`config.mk`:
```
export PLATFORM = sky130hd
export DESIGN_NAME = chan_clk_stepper
export DESIGN_NICKNAME = d
export VERILOG_FILES = /design/src/rtl/chan_clk_pkg.sv /design/src/rtl/chan_dtc_arm.sv /design/src/rtl/chan_stop_reg.sv /design/src/rtl/chan_step_fsm.sv /design/src/rtl/chan_clk_stepper.sv
export SDC_FILE = /design/constraint.sdc
export NUM_CORES = 1
export LEC_CHECK = 0
export ABC_AREA = 1
export BUFFER_PORTS_ARGS = -buffer_cell sky130_fd_sc_hd__buf_2
export CAP_MARGIN = 20
export CORE_MARGIN = 2
export CORE_UTILIZATION = 51
export DETAILED_ROUTE_END_ITERATION = 12
export PLACE_DENSITY_LB_ADDON = 0.08
export SLEW_MARGIN = 10
export SYNTH_ARGS = -nofsm -noshare
export SYNTH_HDL_FRONTEND = slang
export SYNTH_SLANG_ARGS = --single-unit
```
`constraint.sdc`:
```
create_clock -name clk -period 3.3 [get_ports clk]
set_clock_uncertainty 0.1 [all_clocks]
set_input_delay 0.825 -clock clk [delete_from_list [all_inputs] [get_ports clk]]
set_output_delay 0.825 -clock clk [all_outputs]
set_load 0.02 [all_outputs]
```
`src/rtl/chan_clk_pkg.sv`:
```
package chan_clk_pkg;
    typedef enum logic [1:0] {
        ST_IDLE = 2'd0,
        ST_RUN  = 2'd1,
        ST_HALT = 2'd2
    } step_state_e;
endpackage

```
`src/rtl/chan_dtc_arm.sv`:
```
module chan_dtc_arm (
    input  logic clk,
    input  logic rst_n,
    input  logic dtc,
    input  logic idle,
    input  logic start_taken,
    output logic armed
);
    always_ff @(posedge clk or negedge rst_n) begin
        if (!rst_n) begin
            armed <= 1'b0;
        end else if (!dtc) begin
            armed <= 1'b1;
        end else if (!idle || start_taken) begin
            armed <= 1'b0;
        end
    end

    // with the strobe high, arming cannot come back
    a_r4_no_rearm_high: assert property (@(posedge clk) disable iff (!rst_n)
        (!armed && dtc) |=> !armed);
endmodule

```
`src/rtl/chan_stop_reg.sv`:
```
module chan_stop_reg #(
    parameter int IDX_W = 3
) (
    input  logic             clk,
    input  logic             rst_n,
    input  logic             load,
    input  logic             en_in,
    input  logic [IDX_W-1:0] idx_in,
    output logic             stop_en,
    output logic [IDX_W-1:0] stop_idx
);
    always_ff @(posedge clk or negedge rst_n) begin
        if (!rst_n) begin
            stop_en  <= 1'b0;
            stop_idx <= '0;
        end else if (load) begin
            stop_en  <= en_in;
            stop_idx <= idx_in;
        end
    end
endmodule

```
`src/rtl/chan_step_fsm.sv`:
```
module chan_step_fsm
    import chan_clk_pkg::*;
#(
    parameter int NUM_STEPS = 8,
    parameter int IDX_W     = $clog2(NUM_STEPS)
) (
    input  logic             clk,
    input  logic             rst_n,
    input  logic             start,
    input  logic             free_run,
    input  logic             maint_pulse,
    input  logic             release_stop,
    input  logic             stop_en,
    input  logic [IDX_W-1:0] stop_idx,
    output step_state_e      state,
    output logic [IDX_W-1:0] idx
);
    localparam logic [IDX_W-1:0] LAST_IDX = IDX_W'(NUM_STEPS - 1);

    step_state_e      state_n;
    logic [IDX_W-1:0] idx_n;
    logic             advance;
    logic [IDX_W-1:0] idx_inc;

    assign idx_inc = idx + 1'b1;
    assign advance = (state == ST_RUN  && (free_run || maint_pulse)) ||
                     (state == ST_HALT && release_stop);

    always_comb begin
        state_n = state;
        idx_n   = idx;
        unique case (state)
            ST_IDLE: begin
                if (start) begin
                    idx_n   = '0;
                    state_n = (stop_en && stop_idx == '0) ? ST_HALT : ST_RUN;
                end
            end
            ST_RUN, ST_HALT: begin
                if (advance) begin
                    if (idx == LAST_IDX) begin
                        idx_n   = '0;
                        state_n = ST_IDLE;
                    end else begin
                        idx_n   = idx_inc;
                        state_n = (stop_en && stop_idx == idx_inc) ? ST_HALT : ST_RUN;
                    end
                end
            end
            default: begin
                idx_n   = '0;
                state_n = ST_IDLE;
            end
        endcase
    end

    always_ff @(posedge clk or negedge rst_n) begin
        if (!rst_n) begin
            state <= ST_IDLE;
            idx   <= '0;
        end else begin
            state <= state_n;
            idx   <= idx_n;
        end
    end

    // an accepted start leads to step A0
    a_r2_start_a0: assert property (@(posedge clk) disable iff (!rst_n)
        (state == ST_IDLE && start) |=> (state != ST_IDLE && idx == '0));
    // a halt without release keeps the same step
    a_r6_frozen: assert property (@(posedge clk) disable iff (!rst_n)
        (state == ST_HALT && !release_stop) |=> (state == ST_HALT && $stable(idx)));
    // releasing the final step ends the pass
    a_r7_last_release: assert property (@(posedge clk) disable iff (!rst_n)
        (state == ST_HALT && release_stop && idx == LAST_IDX) |=> state == ST_IDLE);
    // in stepped mode, no pulse means no movement
    a_r8_hold: assert property (@(posedge clk) disable iff (!rst_n)
        (state == ST_RUN && !free_run && !maint_pulse) |=> (state == ST_RUN && $stable(idx)));
endmodule

```
`src/rtl/chan_clk_stepper.sv`:
```
module chan_clk_stepper
    import chan_clk_pkg::*;
#(
    parameter int NUM_STEPS = 8,
    parameter int IDX_W     = $clog2(NUM_STEPS)
) (
    input  logic                 clk,
    input  logic                 rst_n,
    input  logic                 dtc,
    input  logic                 maint_pulse,
    input  logic                 stop_load,
    input  logic                 stop_en_in,
    input  logic [IDX_W-1:0]     stop_idx_in,
    input  logic                 release_stop,
    input  logic                 free_run,
    output logic [NUM_STEPS-1:0] step_onehot,
    output logic                 clock_step_ctrl,
    output logic                 busy,
    output logic                 stopped
);
    step_state_e      state;
    logic [IDX_W-1:0] idx;
    logic             armed;
    logic             idle;
    logic             start_req;
    logic             stop_en;
    logic [IDX_W-1:0] stop_idx;

    assign idle      = (state == ST_IDLE);
    assign start_req = maint_pulse || (dtc && armed);

    chan_dtc_arm u_arm (
        .clk         (clk),
        .rst_n       (rst_n),
        .dtc         (dtc),
        .idle        (idle),
        .start_taken (idle && start_req),
        .armed       (armed)
    );

    chan_stop_reg #(.IDX_W(IDX_W)) u_stop (
        .clk      (clk),
        .rst_n    (rst_n),
        .load     (stop_load),
        .en_in    (stop_en_in),
        .idx_in   (stop_idx_in),
        .stop_en  (stop_en),
        .stop_idx (stop_idx)
    );

    chan_step_fsm #(.NUM_STEPS(NUM_STEPS), .IDX_W(IDX_W)) u_fsm (
        .clk          (clk),
        .rst_n        (rst_n),
        .start        (start_req),
        .free_run     (free_run),
        .maint_pulse  (maint_pulse),
        .release_stop (release_stop),
        .stop_en      (stop_en),
        .stop_idx     (stop_idx),
        .state        (state),
        .idx          (idx)
    );

    always_comb begin
        busy            = (state != ST_IDLE);
        stopped         = (state == ST_HALT);
        clock_step_ctrl = idle && armed;
    end

    for (genvar g = 0; g < NUM_STEPS; g++) begin : g_step
        assign step_onehot[g] = busy && (idx == IDX_W'(g));
    end

    // at most one step, and busy tracks the vector
    a_r9_onehot: assert property (@(posedge clk) disable iff (!rst_n)
        $onehot0(step_onehot) && (busy == (step_onehot != '0)));
    // ready indication never overlaps a pass
    a_r5_ctrl_idle: assert property (@(posedge clk) disable iff (!rst_n)
        clock_step_ctrl |-> !busy);
endmodule

```
== Word-level counts from Yosys, hierarchy flattened ==
Index checks and enable logic that the tools add are counted.

* Flip-flop bits (word level): 10
* Input port bits: 11
* Logic and storage cells: 57
* Output and inout bits: 11

* Eq/ne operators: 13
* Reduce and logical (&&, ||, !) cells: 26
* Multiplexer cells: 12
* Add/sub/neg operators: 1

{| class="wikitable"
|+ Operators with widths
! operator !! number
|-
| 1-bit logical AND || 15
|-
| 3-bit == test (second input constant) || 4
|-
| 2-bit 2-to-1 mux || 5
|-
| 3-bit 2-to-1 mux || 3
|-
| 3-bit by 2-bit == test with 1-bit output (second input constant) || 2
|-
| 3-bit logical NOT || 2
|-
| 2-bit by 1-bit inequality test with 1-bit output (second input constant) || 3
|-
| 3-bit case mux with 2 select lines || 1
|-
| 1-bit logical OR || 4
|-
| 2-bit case mux with 2 select lines || 1
|-
| 3-bit by 1-bit adder with 3-bit output (second input constant) || 1
|-
| 3-bit by 1-bit == test with 1-bit output (second input constant) || 1
|-
| 3-bit == test || 1
|-
| 2-bit by 1-bit == test with 1-bit output (second input constant) || 1
|-
| 2-bit == test (second input constant) || 1
|-
| 2-bit logical NOT || 1
|-
| 1-bit 2-to-1 mux || 2
|-
| 2-bit AND reduction || 1
|-
| 2-bit nonzero test || 1
|-
| 2-bit OR reduction || 1
|-
| 1-bit logical NOT || 1
|}

== Depth between registers and ports, before layout ==
* Depth in word-level cells: 7
* Depth in mapped cells: 11
* Gate-level depth less buffers: 11

== Modules after synthesis ==
Synthesis repeated with hierarchy kept, for this count alone.

* Cell total of the unflattened synthesis: 114
* Area, all modules: 740.7 µm²

{| class="wikitable"
|+ By module, submodules not included
! module !! area an instance (µm²) !! times used !! cells each !! seq. area each (µm²)
|-
| chan_step_fsm || 414.1 || 1 || 61 || 125.1
|-
| chan_stop_reg || 148.9 || 1 || 17 || 100.1
|-
| chan_clk_stepper || 140.1 || 1 || 32 || 0.0
|-
| chan_dtc_arm || 37.5 || 1 || 4 || 25.0
|}

== Worst setup path before layout ==
No wires, ideal clock.

* Path kind: register to output
* Start point: reg u_fsm.state[0]
* End point: out step_onehot[4]
* Data required time: 2,375 ps
* Path buffers: 1
* Data arrival time: 1,334 ps
* Cell stages (with the launch flop): 5
* Path slack: 1,041 ps
* Cell sequence: dfrtp_1 > inv_1 > ha_1 > buf_2 > nor3_1

* Word-level cells in the longest chain between the ends: 2

{| class="wikitable"
|+ RTL lines
! item !! RTL line !! RTL
|-
| start, declared || chan_step_fsm.sv:15 || <nowiki>output step_state_e state,</nowiki>
|-
| start signal, assigned || chan_step_fsm.sv:62 || <nowiki>state <= state_n;</nowiki>
|-
| 2-bit nonzero test || chan_clk_stepper.sv:65 || <nowiki>busy = (state != ST_IDLE);</nowiki>
|-
| 1-bit logical AND || chan_clk_stepper.sv:71 || <nowiki>assign step_onehot[g] = busy && (idx == IDX_W'(g));</nowiki>
|-
| end, declared || chan_clk_stepper.sv:16 || <nowiki>output logic [NUM_STEPS-1:0] step_onehot,</nowiki>
|}

No other way between the ends.

== Final worst setup path ==
* Start point: reg u_fsm.state[0]
* End point: out step_onehot[2]

Same word-level chain as after synthesis.

==> PnR_summary.wiki <==
{| class="wikitable"
! Metric !! Value
|-
| Run status || complete, no violations
|-
| Count of maximum capacitance violations || 0
|-
| Count of input and output buffers || 21
|-
| Largest cells by area after synthesis || dfrtp_1 34%, ha_1 17%, nand2_1 12%
|-
| End of the worst register-to-register path || u_fsm.state[0]
|-
| Vertical die dimension || 41.9 um
|-
| Crit-path cells || inv_1, ha_1, nor3_1, buf_2
|-
| Register-to-Register Setup Slack || about 1600 ps
|-
| Data arrival time of the worst path || around 1500 ps
|-
| Residual overflow from global routing || 0
|-
| Final setup violating endpoints || 0
|-
| Tightest Pin Transition || between 400 and 500 ps
|-
| Worst-case hold slack || 304 ps
|-
| Final design area excluding fillers || 875 um2
|-
| Synth-to-Final Area Change || 19.3%
|-
| Relative contribution of combinational cells to total power || 0.628
|-
| Top-area cell type share of the netlist area || 0.341
|-
| Core area || approximately 0.0013 mm2
|-
| Detailed-router iteration count before antenna repair || 4
|-
| Post-Synth XOR/XNOR Area || 0
|-
| Clock tree from TritonCTS || built
|-
| Die extent in x || roughly 42 um
|-
| Worst endpoint required time || between 2000 and 2500 ps
|-
| Endpoints failing hold || 0
|-
| Routability-driven placement congestion ratio || just over 0.8
|-
| R2r startpoint || u_fsm.idx[0]
|-
| Kind of cell adding the most delay to the critical path || flip-flops
|-
| CTS buffer count || 3
|-
| Via count || 646
|-
| Share of cells above drive strength 1 || 0.297
|-
| DPL Wire Length || 1100 um
|-
| RSZ-0062 raised after global routing || no
|-
| Final antenna diode count || 0
|-
| Adder and majority gate portion of the synthesized area || 0.171
|-
| Count of pins on the block boundary || 22
|-
| Most frequent cells in the layout || 23 x nand2_1, 21 x buf_2, 17 x inv_1, 10 x ha_1, 10 x dfrtp_1
|-
| Switch Pwr || 0.000379 W
|-
| YS warnings || 0
|-
| CP endpoint kind || output pin
|-
| Clk slew on worst S/H paths || about 60 ps
|-
| Insertion delay to the later sink of the worst-skew pair || ~270 ps
|-
| Antenna viol nets, final || 0
|-
| Nature of the critical path startpoint || flop
|-
| Design Power || 0.000734 W
|-
| Leakage power of the design || 0.514 nW
|-
| Synthesized instance count || 95
|-
| Tcrit/Tclk final || 0.736
|-
| Areal power density over the cells || ~840 mW/mm2
|-
| Maximum cell stage delay along the critical path || a little under 400 ps
|-
| Sw Ratio || 0.516
|-
| Fmax || between 400 and 500 MHz
|-
| Worst ir drop on vdd || ~0.00056 V
|-
| Internal power || between 0.0003 and 0.0004 W
|-
| Number of nets in the synthesized netlist || 116
|-
| Classification of the worst setup path || reg2out
|-
| Yosys top cell by area || dfrtp_1
|-
| Critical-path cell with the highest stage delay || dfrtp_1
|-
| Post-Syn Area || 733 um2
|-
| Synthesis-stage register bit count || 10
|-
| Total clock sinks || 10
|-
| Area share of and/or/nand/nor cells after synthesis || 0.280
|-
| Post-cts hold buffer count || 0
|-
| NumNets Final || approximately 140
|-
| Dpl cell area || approximately 850 um2
|-
| Final critical delay including setup and external delays || 2430 ps
|-
| First-pass GRT wire length || between 2000 and 2500 um
|-
| Buffer levels on the longest clock path || 2
|-
| Largest family of logic cells by synthesized area || simple AND/OR/NAND/NOR gates
|-
| Post CTS Setup Buffer Count || 0
|-
| Fraction of synthesized area in multiplexers || 0.0307
|-
| Commonest non-fill, non-tap cell in the layout || nand2_1
|-
| Routed wire per std cell || between 10 and 15 um
|-
| Starting DRC count in detailed routing || 2
|-
| Die area || ~0.0018 mm2
|-
| Number of global-route vias before repair || just under 600
|-
| Clock power frac || 0.116
|-
| Largest net degree at the start of global routing || 14
|-
| Share of the synthesized area in compound gates (AO/OA/AOI/OAI) || 0.0700
|-
| Hold Path Class || in2async
|-
| Initial antenna violation count || 0
|-
| Clock Tree Root || clkbuf_4
|-
| R2R cell count || 11
|-
| Portion of total power attributed to sequential cells || 0.256
|-
| Setup tns final || 0 ps
|-
| Headroom to the max-slew limit || 0.727
|-
| Worst Path Buf+Inv || 2
|-
| Via count normalized by instance count || slightly below 5
|-
| Post-detailed-route DRC marker count || 0
|-
| Global routing usage summed across all routing layers || 0.176
|-
| Total of cells resized after clock tree synthesis || 0
|-
| FILL cells || 120
|-
| Initial Util || 0.557
|-
| Critical path fanouts, max || 13
|-
| Sequential area share after synthesis || 0.341
|-
| Post-Synthesis Mean Instance Area || ~7.7 um2
|-
| Final number of max-transition violations || 0
|-
| Std cell rows || 13
|-
| H-tree levels || 1
|-
| Post-synth cell types || 20
|-
| Total wire length || 1360 um
|}
[power groups by stage]
stage          Sequential (W)  Clock (W)  Combinational [W]
2_1_floorplan        0.000183          0           0.000368
3_3_place_gp         0.000188          0           0.000455
3_5_place_dp         0.000190          0           0.000464
4_1_cts              0.000188  0.0000886           0.000467
5_1_grt              0.000195  0.0000944           0.000523
6_report             0.000188  0.0000851           0.000461
[worst reg2reg max path, delay by kind of cell (launching register included)]
kind                       cells  cell delay (ps)
adders and majority gates      2              540
buffers and inverters          1               50
DFF                            1              430
and+or+nand+nor                8              450
[through the flow]
stage	setup WS, ps	instances	util
3_5_place_dp	1160	130	0.647
2_1_floorplan	1040	95	-
6_report	871	133	0.664
5_1_grt	702	133	0.664
3_3_place_gp	1210	130	0.647
4_1_cts	863	133	0.664
[per-layer routing]
| metal | vias up | GRT usage | share of wire |
|---|---|---|---|
| li1 | 340 | - | - |
| met1 | 279 | 0.229 | 0.46 |
| met2 | 23 | 0.278 | 0.45 |
| met3 | 4 | 0.0391 | 0.065 |
| met4 | 0 | 0.0774 | 0.018 |
| met5 | - | 0 | 0 |
[state kept, by name (all words and copies together), names as in the netlist]
name	flops
u_arm.armed	1
u_fsm.idx	3
u_fsm.state	2
u_stop.stop_en	1
u_stop.stop_idx	3
[layout make-up]
type                            instances  area (um2)  share of cell area
Tap cell                               15        18.8              0.0215
Clock buffer                            3        22.5              0.0258
Multi-Input combinational cell         65         404               0.462
Timing Repair Buffer                   21         105               0.120
Sequential cell                        10         250               0.286
Inverter                               19        73.8              0.0844
[Yosys cell counts (all sizes together)]
library cell / instances
ha: 10
a21oi: 2
mux2: 2
nand4: 1
nor3: 6
nor2: 8
dfrtp: 10
inv: 19
nand2: 25
o21ai: 6
buf: 1
nand3: 5
[kinds of logic (layout without fill, tap and decap cells)]
family,after synthesis,count (layout)
buffers and inverters,20,43
adder cells (fa/ha/maj),10,10
AO/OA/AOI/OAI,8,8
flip-flops,10,10
multiplexers,2,2
AND/OR/NAND/NOR,45,45
[worst max path at each step]
stage | from | end | slack [ps] | cells past startpoint
2_1_floorplan | u_fsm.state[0] | step_onehot[4] | 1040 | 4
3_3_place_gp | u_fsm.state[0] | step_onehot[5] | 1210 | 4
3_5_place_dp | u_fsm.state[0] | step_onehot[2] | 1160 | 4
4_1_cts | u_fsm.state[0] | step_onehot[2] | 860 | 4
5_1_grt | u_fsm.state[0] | step_onehot[5] | 700 | 4
6_report | u_fsm.state[0] | step_onehot[2] | 870 | 4
Power figures use the tool's default switching activity.
